File: src/rtl/fcvt_pkg.sv
package fcvt_pkg;
  localparam int EXP_W  = 8;
  localparam int FRAC_W = 23;
  localparam int FP_W   = 1 + EXP_W + FRAC_W;
  localparam int INT_W  = 32;
  localparam int BIAS   = (1 << (EXP_W - 1)) - 1;

  typedef enum logic [1:0] {
    RM_NEAREST = 2'b00,
    RM_ZERO    = 2'b01,
    RM_POS     = 2'b10,
    RM_NEG     = 2'b11
  } rmode_e;

  typedef enum logic [2:0] {
    CL_ZERO,
    CL_NORM,
    CL_DENORM,
    CL_INF,
    CL_QNAN,
    CL_SNAN
  } fclass_e;
endpackage

File: src/rtl/fcvt_classify.sv
module fcvt_classify
  import fcvt_pkg::*;
(
  input  logic [FP_W-1:0]   op_i,
  output logic              sign_o,
  output logic [EXP_W-1:0]  exp_o,
  output logic [FRAC_W-1:0] frac_o,
  output fclass_e           cls_o
);
  localparam logic [EXP_W-1:0] EXP_ONES = '1;

  always_comb begin
    sign_o = op_i[FP_W-1];
    exp_o  = op_i[FP_W-2 -: EXP_W];
    frac_o = op_i[FRAC_W-1:0];
    if (exp_o == '0)
      cls_o = (frac_o == '0) ? CL_ZERO : CL_DENORM;
    else if (exp_o == EXP_ONES) begin
      if (frac_o == '0)
        cls_o = CL_INF;
      else
        cls_o = frac_o[FRAC_W-1] ? CL_QNAN : CL_SNAN;
    end else
      cls_o = CL_NORM;
  end
endmodule

File: src/rtl/fcvt_f2u.sv
module fcvt_f2u
  import fcvt_pkg::*;
(
  input  logic              sign_i,
  input  logic [EXP_W-1:0]  exp_i,
  input  logic [FRAC_W-1:0] frac_i,
  input  fclass_e           cls_i,
  output logic [INT_W-1:0]  res_o,
  output logic              invalid_o,
  output logic              unimpl_o
);
  localparam int SHW = $clog2(INT_W + FRAC_W + 1);
  localparam logic signed [EXP_W+1:0] LIMIT = $signed((EXP_W+2)'(INT_W));
  localparam logic signed [EXP_W+1:0] BIASV = $signed((EXP_W+2)'(BIAS));

  logic signed [EXP_W+1:0] unb;
  logic [SHW-1:0]          shamt;

  always_comb begin
    unb       = $signed({2'b00, exp_i}) - BIASV;
    shamt     = unb[SHW-1:0];
    res_o     = '0;
    invalid_o = 1'b0;
    unimpl_o  = 1'b0;
    case (cls_i)
      CL_ZERO: res_o = '0;
      CL_DENORM: unimpl_o = 1'b1;
      CL_INF, CL_QNAN, CL_SNAN: begin
        invalid_o = 1'b1;
        res_o     = sign_i ? '0 : '1;
      end
      default: begin
        if (sign_i)
          res_o = '0;
        else if (unb[EXP_W+1])
          res_o = '0;
        else if (unb >= LIMIT) begin
          invalid_o = 1'b1;
          res_o     = '1;
        end else
          res_o = INT_W'(({{INT_W{1'b0}}, 1'b1, frac_i} << shamt) >> FRAC_W);
      end
    endcase
  end
endmodule

File: src/rtl/fcvt_norm.sv
module fcvt_norm #(
  parameter int W = 32
) (
  input  logic [W-1:0]         val_i,
  output logic [W-1:0]         norm_o,
  output logic [$clog2(W)-1:0] lz_o
);
  localparam int STAGES = $clog2(W);

  logic [W-1:0]      stg [STAGES+1];
  logic [STAGES-1:0] cnt;

  assign stg[0] = val_i;

  for (genvar s = 0; s < STAGES; s++) begin : g_stage
    localparam int SH = 1 << (STAGES - 1 - s);
    assign cnt[STAGES-1-s] = (stg[s][W-1 -: SH] == '0);
    assign stg[s+1] = cnt[STAGES-1-s] ? (stg[s] << SH) : stg[s];
  end

  assign norm_o = stg[STAGES];
  assign lz_o   = cnt;
endmodule

File: src/rtl/fcvt_u2f.sv
module fcvt_u2f
  import fcvt_pkg::*;
(
  input  logic [INT_W-1:0] val_i,
  input  rmode_e           rmode_i,
  output logic [FP_W-1:0]  res_o
);
  localparam int SIG_W  = FRAC_W + 1;
  localparam int DROP_W = INT_W - SIG_W;
  localparam int LZ_W   = $clog2(INT_W);
  localparam logic [EXP_W-1:0] TOP_EXP = EXP_W'(BIAS + INT_W - 1);

  logic [INT_W-1:0]  norm;
  logic [LZ_W-1:0]   lz;
  logic [SIG_W-1:0]  keep;
  logic [DROP_W-1:0] drop;
  logic              bump;
  logic [SIG_W:0]    sum;
  logic [EXP_W-1:0]  bexp;
  logic [FRAC_W-1:0] man;

  fcvt_norm #(.W(INT_W)) u_norm (
    .val_i  (val_i),
    .norm_o (norm),
    .lz_o   (lz)
  );

  always_comb begin
    keep = norm[INT_W-1 -: SIG_W];
    drop = norm[DROP_W-1:0];
    case (rmode_i)
      RM_NEAREST: bump = drop[DROP_W-1];
      RM_POS:     bump = |drop;
      default:    bump = 1'b0;
    endcase
    sum  = {1'b0, keep} + (SIG_W+1)'(bump);
    bexp = TOP_EXP - EXP_W'(lz);
    if (sum[SIG_W]) begin
      man  = sum[FRAC_W:1];
      bexp = bexp + EXP_W'(1);
    end else
      man = sum[FRAC_W-1:0];
    if (val_i == '0)
      res_o = '0;
    else
      res_o = {1'b0, bexp, man};
  end
endmodule

File: src/rtl/fp_uint_convert.sv
module fp_uint_convert
  import fcvt_pkg::*;
(
  input  logic             clk,
  input  logic             rst_n,
  input  logic             in_valid,
  output logic             in_ready,
  input  logic             in_dir,
  input  logic [1:0]       in_rmode,
  input  logic [INT_W-1:0] in_operand,
  output logic             out_valid,
  input  logic             out_ready,
  output logic [INT_W-1:0] out_result,
  output logic             out_invalid,
  output logic             out_unimpl,
  output logic             out_zero,
  output logic             out_sign
);
  logic              f_sign;
  logic [EXP_W-1:0]  f_exp;
  logic [FRAC_W-1:0] f_frac;
  fclass_e           f_cls;
  logic [INT_W-1:0]  f2u_res;
  logic              f2u_inv;
  logic              f2u_unimpl;
  logic [FP_W-1:0]   u2f_res;
  logic [INT_W-1:0]  sel_res;
  logic              take;
  logic              dir_q;

  fcvt_classify u_cls (
    .op_i   (in_operand),
    .sign_o (f_sign),
    .exp_o  (f_exp),
    .frac_o (f_frac),
    .cls_o  (f_cls)
  );

  fcvt_f2u u_f2u (
    .sign_i    (f_sign),
    .exp_i     (f_exp),
    .frac_i    (f_frac),
    .cls_i     (f_cls),
    .res_o     (f2u_res),
    .invalid_o (f2u_inv),
    .unimpl_o  (f2u_unimpl)
  );

  fcvt_u2f u_u2f (
    .val_i   (in_operand),
    .rmode_i (rmode_e'(in_rmode)),
    .res_o   (u2f_res)
  );

  assign sel_res  = in_dir ? INT_W'(u2f_res) : f2u_res;
  assign in_ready = !out_valid || out_ready;
  assign take     = in_valid && in_ready;
  assign out_sign = !dir_q && out_result[INT_W-1];

  always_ff @(posedge clk or negedge rst_n) begin
    if (!rst_n) begin
      out_valid   <= 1'b0;
      out_result  <= '0;
      out_invalid <= 1'b0;
      out_unimpl  <= 1'b0;
      out_zero    <= 1'b0;
      dir_q       <= 1'b0;
    end else if (take) begin
      out_valid   <= 1'b1;
      out_result  <= sel_res;
      out_invalid <= !in_dir && f2u_inv;
      out_unimpl  <= !in_dir && f2u_unimpl;
      out_zero    <= (sel_res == '0);
      dir_q       <= in_dir;
    end else if (out_ready) begin
      out_valid <= 1'b0;
    end
  end

  // a stalled result holds
  p_hold_stall_r10: assert property (@(posedge clk) disable iff (!rst_n)
    out_valid && !out_ready |=> out_valid && $stable(out_result) &&
    $stable(out_invalid) && $stable(out_unimpl) && $stable(out_zero));

  // an accepted word yields a valid output next
  p_accept_valid_r10: assert property (@(posedge clk) disable iff (!rst_n)
    in_valid && in_ready |=> out_valid);

  // exception flags exclusive
  p_excl_flags_r5: assert property (@(posedge clk) disable iff (!rst_n)
    out_valid |-> !(out_invalid && out_unimpl));

  // unimplemented operand gives zero
  p_unimpl_zero_r5: assert property (@(posedge clk) disable iff (!rst_n)
    out_valid && out_unimpl |-> out_result == '0);

  // integer-to-float never raises an exception and is never negative
  p_u2f_noexc_r9: assert property (@(posedge clk) disable iff (!rst_n)
    out_valid && dir_q |-> !out_invalid && !out_unimpl && !out_result[INT_W-1]);

  // zero flag tracks the result
  p_zero_flag_r9: assert property (@(posedge clk) disable iff (!rst_n)
    out_valid |-> out_zero == (out_result == '0));
endmodule

File: config.mk
export PLATFORM = sky130hd
export DESIGN_NAME = fp_uint_convert
export DESIGN_NICKNAME = d
export VERILOG_FILES = /design/src/rtl/fcvt_pkg.sv /design/src/rtl/fcvt_classify.sv /design/src/rtl/fcvt_f2u.sv /design/src/rtl/fcvt_norm.sv /design/src/rtl/fcvt_u2f.sv /design/src/rtl/fp_uint_convert.sv
export SDC_FILE = /design/constraint.sdc
export NUM_CORES = 1
export LEC_CHECK = 0
export BUFFER_PORTS_ARGS = -buffer_cell sky130_fd_sc_hd__buf_2
export CAP_MARGIN = 10
export CORE_UTILIZATION = 50
export CTS_CLUSTER_DIAMETER = 30
export DETAILED_ROUTE_END_ITERATION = 10
export PLACE_DENSITY_LB_ADDON = 0.3
export SYNTH_ARGS = -nofsm -noshare
export SYNTH_HDL_FRONTEND = slang
export SYNTH_SLANG_ARGS = --single-unit
File: constraint.sdc
create_clock -name clk -period 1.24 [get_ports clk]
set_input_delay 0.124 -clock clk [delete_from_list [all_inputs] [get_ports clk]]
set_output_delay 0.124 -clock clk [all_outputs]
set_load 0.02 [all_outputs]
==> results.toml, run 1 <==
[outcome]
status = "aborted with a tool error"
stop_stage = "5_1_grt"
firstError = "[ERROR GRT-0232] Routing congestion too high. Check the congestion heatmap in the GUI."

[yosys]
synth_top_family_by_area = "compound AO/OA/AOI/OAI gates"
synth_fp_nets = 1070
syn-cell-area_um2 = 6910
synth.distinct_cells = 97
synth_edf_count = 0
synth.most_common_cell = "nand2_1"
yosys.area_share.simple_pct = 31.0
postSynthAreaPerCell_um2 = 6.73
synth.area.top_cells = "dfrtp_1 13%, nand2_1 8.7%, mux2i_1 8.1%"
ys_async_sr_fraction_pct = 100
ys.warnings.count = 0
synth_top_area_share_pct = 13.4
ys_top_cells_by_count = "160 x nand2_1, 110 x nor2_1, 98 x a21oi_1"
synth-seq-area-share_pct = 13.4
ys_ff_latch = 37
synth-xor-area-share_pct = 2.41
yosys.area.top_type = "dfrtp_1"
synthAdderAreaFrac_pct = 0.905
postSynthCellCount = 1026
muxShareOfSynthArea_pct = 12.6
synthFlopType = "dfrtp_1"
synth_compound_area_share_pct = 33.8

[cts]
cts.sinks = 37
cts_htree_levels = 2
cts_buffers = 5
cts_root_buf = "clkbuf_16"
clockBufferDepth = 2

[floorplan]
row_count = 42
start_util_pct = 51.8
die_y_um = 120
die-width_um = 120
io_pins = 77

[global_route]
grt_max_degree = 45
grt_overflow = 16
grt.total_usage_pct = 73.6

[timing]
worst-endpoint-pin-kind = "sequential cell input"
grt_worst_setup_endpoint = "out_zero$_DFFE_PN0P_/D"

[placement]
post-place-ws_ns = -3.65
dpl-instance-area_um2 = 10200
hpwl_mm = 25.9
port_buffers = 76
place_congestion = 1.04
## routing by layer
metal	track usage [%]	overflow
met5	18.0	0
met1	76.1	0
met2	92.4	8
met3	53.9	0
met4	70.7	8
## what timing repair did
| action | in CTS |
|---|---|
| cloned | 3 |
| hold buffers | 1 |
| buffers inserted | 38 |
| setup endpoints to repair | 35 |
| gates resized for setup | 162 |
| hold endpoints to repair | 37 |
| pin swaps | 60 |
## through the flow
| step | std cells | TNS (ns) |
|---|---|---|
| 2_1_floorplan | 1026 | -105.07 |
| 3_3_place_gp | 1557 | -105.34 |
| 3_5_place_dp | 1557 | -107.64 |
| 4_1_cts | 1602 | -96.35 |
## cell families after synthesis
family,Yosys count
multiplexers,77
flip-flops,37
AND/OR/NAND/NOR,445
adder cells (fa/ha/maj),5
buffers and inverters,95
XOR/XNOR,19
AO/OA/AOI/OAI,348
==> inputs of run 2 (changes only) <==
CORE_UTILIZATION = 35   (was 50)
CTS_CLUSTER_DIAMETER = default   (was 30)
PLACE_DENSITY_LB_ADDON = 0.15   (was 0.3)
clock period = 1.6 ns   (was 1.24 ns; I/O delays follow)
==> results.toml, run 2 <==
[global_route]
antenna_found_initial = 0
grt_pass1_vias = 9225
grt.total_usage_pct = 32.6
grt_max_degree = 38
grt_pass1_wl_mm = 51.3
grt_overflow = 0

[yosys]
synth.area.top_cells = "dfrtp_1 13%, nand2_1 8.7%, mux2i_1 8.1%"
synthAdderAreaFrac_pct = 0.905
postSynthCellCount = 1026
synth_edf_count = 0
synth.most_common_cell = "nand2_1"
synth.distinct_cells = 97
synthFlopType = "dfrtp_1"
ys_async_sr_fraction_pct = 100
muxShareOfSynthArea_pct = 12.6
syn-cell-area_um2 = 6910
yosys.area.top_type = "dfrtp_1"
synth_fp_nets = 1070
synth_top_family_by_area = "compound AO/OA/AOI/OAI gates"
ys.warnings.count = 0
synth_top_area_share_pct = 13.4
synth-xor-area-share_pct = 2.41
synth_compound_area_share_pct = 33.8
synth-seq-area-share_pct = 13.4
yosys.area_share.simple_pct = 31.0
postSynthAreaPerCell_um2 = 6.73
ys_top_cells_by_count = "160 x nand2_1, 110 x nor2_1, 98 x a21oi_1"
ys_ff_latch = 37

[worst_hold_path]
hold_class = "input pin to register"
min_to = "out_valid"
min_delay_path_depth = 2
holdCritStartpoint = "in_valid"

[power]
p_sw_share_pct = 41.7
p_leak_nw = 5.08
internal_power_mw = 3.79
peakVddDrop_mv = 0.424
p_comb_share_pct = 62.6
finalPower_mw = 6.51
power_frac_clock_pct = 19.8
switchingPower_mw = 2.71
p_seq_share_pct = 17.6
power.density_cell_area_nw_per_um2 = 562

[worst_setup_path]
cp-end-kind = "register"
startpoint_type = "input pin"
crit_type = "input pin to register"
rr_worst_depth = 7
critical_path_arrival_ns = 4.81
cp-startpoint = "in_operand[19]"
ff2ff_setup_slack_ns = 0.10
worstPathRequired_ns = 1.82
rr_startpoint = "out_valid"
timing.rr.end = "out_zero"
crit_fanout = 6

[timing]
relSlewSlack_pct = 57.6
setup_viol = 35
tns_ns = -83.40
max_freq_mhz = 218
slew_violations = 0
tightest_slew_ns = 0.629
grt_setup_unrepaired = "yes"
period_share_pct = 287
setup_ws_ns = -2.99
fin_skew_ns = 0.00755
period_needed_ns = 4.59
finalHoldViolations = 0

[placement]
port_buffers = 76
post-place-ws_ns = -3.44
hpwl_mm = 25.8
place_congestion = 0.977

[cells_and_area]
drive_above_1_share_pct = 46.1
antenna_cells = 0
layout_common_cells = "365 x buf_4, 148 x nand2_1, 104 x nor2_1"
fillers = 1844
finalNetCount = 1469
area_delta_synth_final_pct = 67.6
regMostFlops = "out_result"
final_common_cell = "buf_4"
largest_reg_flops = 32

[floorplan]
io_pins = 77
start_util_pct = 35.6
die_area_um2 = 20300
core_um2 = 19400
die-width_um = 143
die_y_um = 143
row_count = 51

[cts]
clkSlewWorstSetupHoldPaths_ns = 0.06
clock_latency_ns = 0.28
cts.sinks = 37
cts_buffers = 5
clockBufferDepth = 2
cts_root_buf = "clkbuf_16"
cts_htree_levels = 2
cts_tree = "yes"

[route]
dr.first_iter.drc_count = 731
postRouteAntennaNets = 0
wirelength_mm = 33.2
routed_via_density = 5.76
vias = 9734
drtPass1Iterations = 5
post_drt_wl_per_cell_um = 19.6
drc_errors = 0

[flow_run]
cap_violations = 0

[outcome]
violations = "setup timing"
status = "finished with violations"
==> run 2: cell counts after synthesis <==
No cell type changed its count.
==> run 2: area by class of cell <==
type	count	area (µm²)	area share [%]
Clock inverter	3	68.8	0.594
Tap cell	265	332	2.86
Clock buffer	5	125	1.08
Timing Repair Buffer	475	3630	31.4
Multi-Input combinational cell	895	6440	55.6
Inverter	11	53.8	0.465
Sequential cell	37	926	7.99
==> run 2: worst max path at each step <==
stage | cells after the start | endpoint
3_3_place_gp | 22 | out_zero
3_5_place_dp | 23 | out_zero
6_report | 23 | out_zero
2_1_floorplan | 26 | out_zero
4_1_cts | 23 | out_zero
5_1_grt | 23 | out_zero
==> run 2: per-stage QoR <==
stage	utilization (%)	hold WS, ns	instances	instance area [µm²]
after global placement	53.3	0.228	1657	10300
after global routing	59.7	0.102	1691	11600
final	59.7	0.0933	1691	11600
after floorplan	-	-0.136	1026	7230
after CTS	58.1	0.0957	1686	11300
after detailed placement	53.3	0.226	1657	10300
==> run 2: timing repair <==
| action | CTS | global route |
|---|---|---|
| gates cloned | 3 | 0 |
| setup endpoints to repair | 34 | 35 |
| hold buffers | 1 | 0 |
| gates resized for setup | 124 | 54 |
| setup buffers | 20 | 13 |
| pin swaps | 48 | 34 |
| endpoints found under the hold margin | 37 | 0 |
==> run 2: kinds of logic after synthesis <==
logic type,count (synthesis)
compound gates,348
xor+xnor,19
fa+ha+maj,5
buf+inv,95
flops,37
mux,77
simple gates,445
==> run 2: critical path, cell delays in order <==
cell	delay [ns]
buf_6	0.09
or4_4	0.53
or4_4	0.60
o31ai_4	0.29
a2111oi_4	0.12
o21ai_4	0.18
nand2_1	0.09
a21oi_2	0.13
a311oi_1	0.05
o22ai_1	0.13
o21ai_1	0.08
o21a_1	0.11
nor2_1	0.10
ha_2	0.24
nand4_1	0.15
o2bb2ai_4	0.20
nor4b_4	0.34
nand4_1	0.16
mux2_4	0.36
nand4_1	0.15
nand4_1	0.11
nor4_2	0.24
a41o_1	0.19
==> run 2: layer usage <==
layer  up-vias  wire, µm  track usage [%]
met5         -         0                0
met1      4578     14800             44.5
met3        83      1660             1.62
met4         0      1270             13.4
li1       4676         -                -
met2       397     15500             53.7
==> run 2: power by group through the flow <==
stage	sequential [mW]	clock [mW]	combinational (mW)
floorplan	1.33	0	1.77
global placement	1.16	0	3.61
detailed placement	1.16	0	3.62
CTS	1.15	1.31	3.89
global route	1.16	1.34	4.35
finish	1.15	1.29	4.07
(Power assumes the default switching activity.)
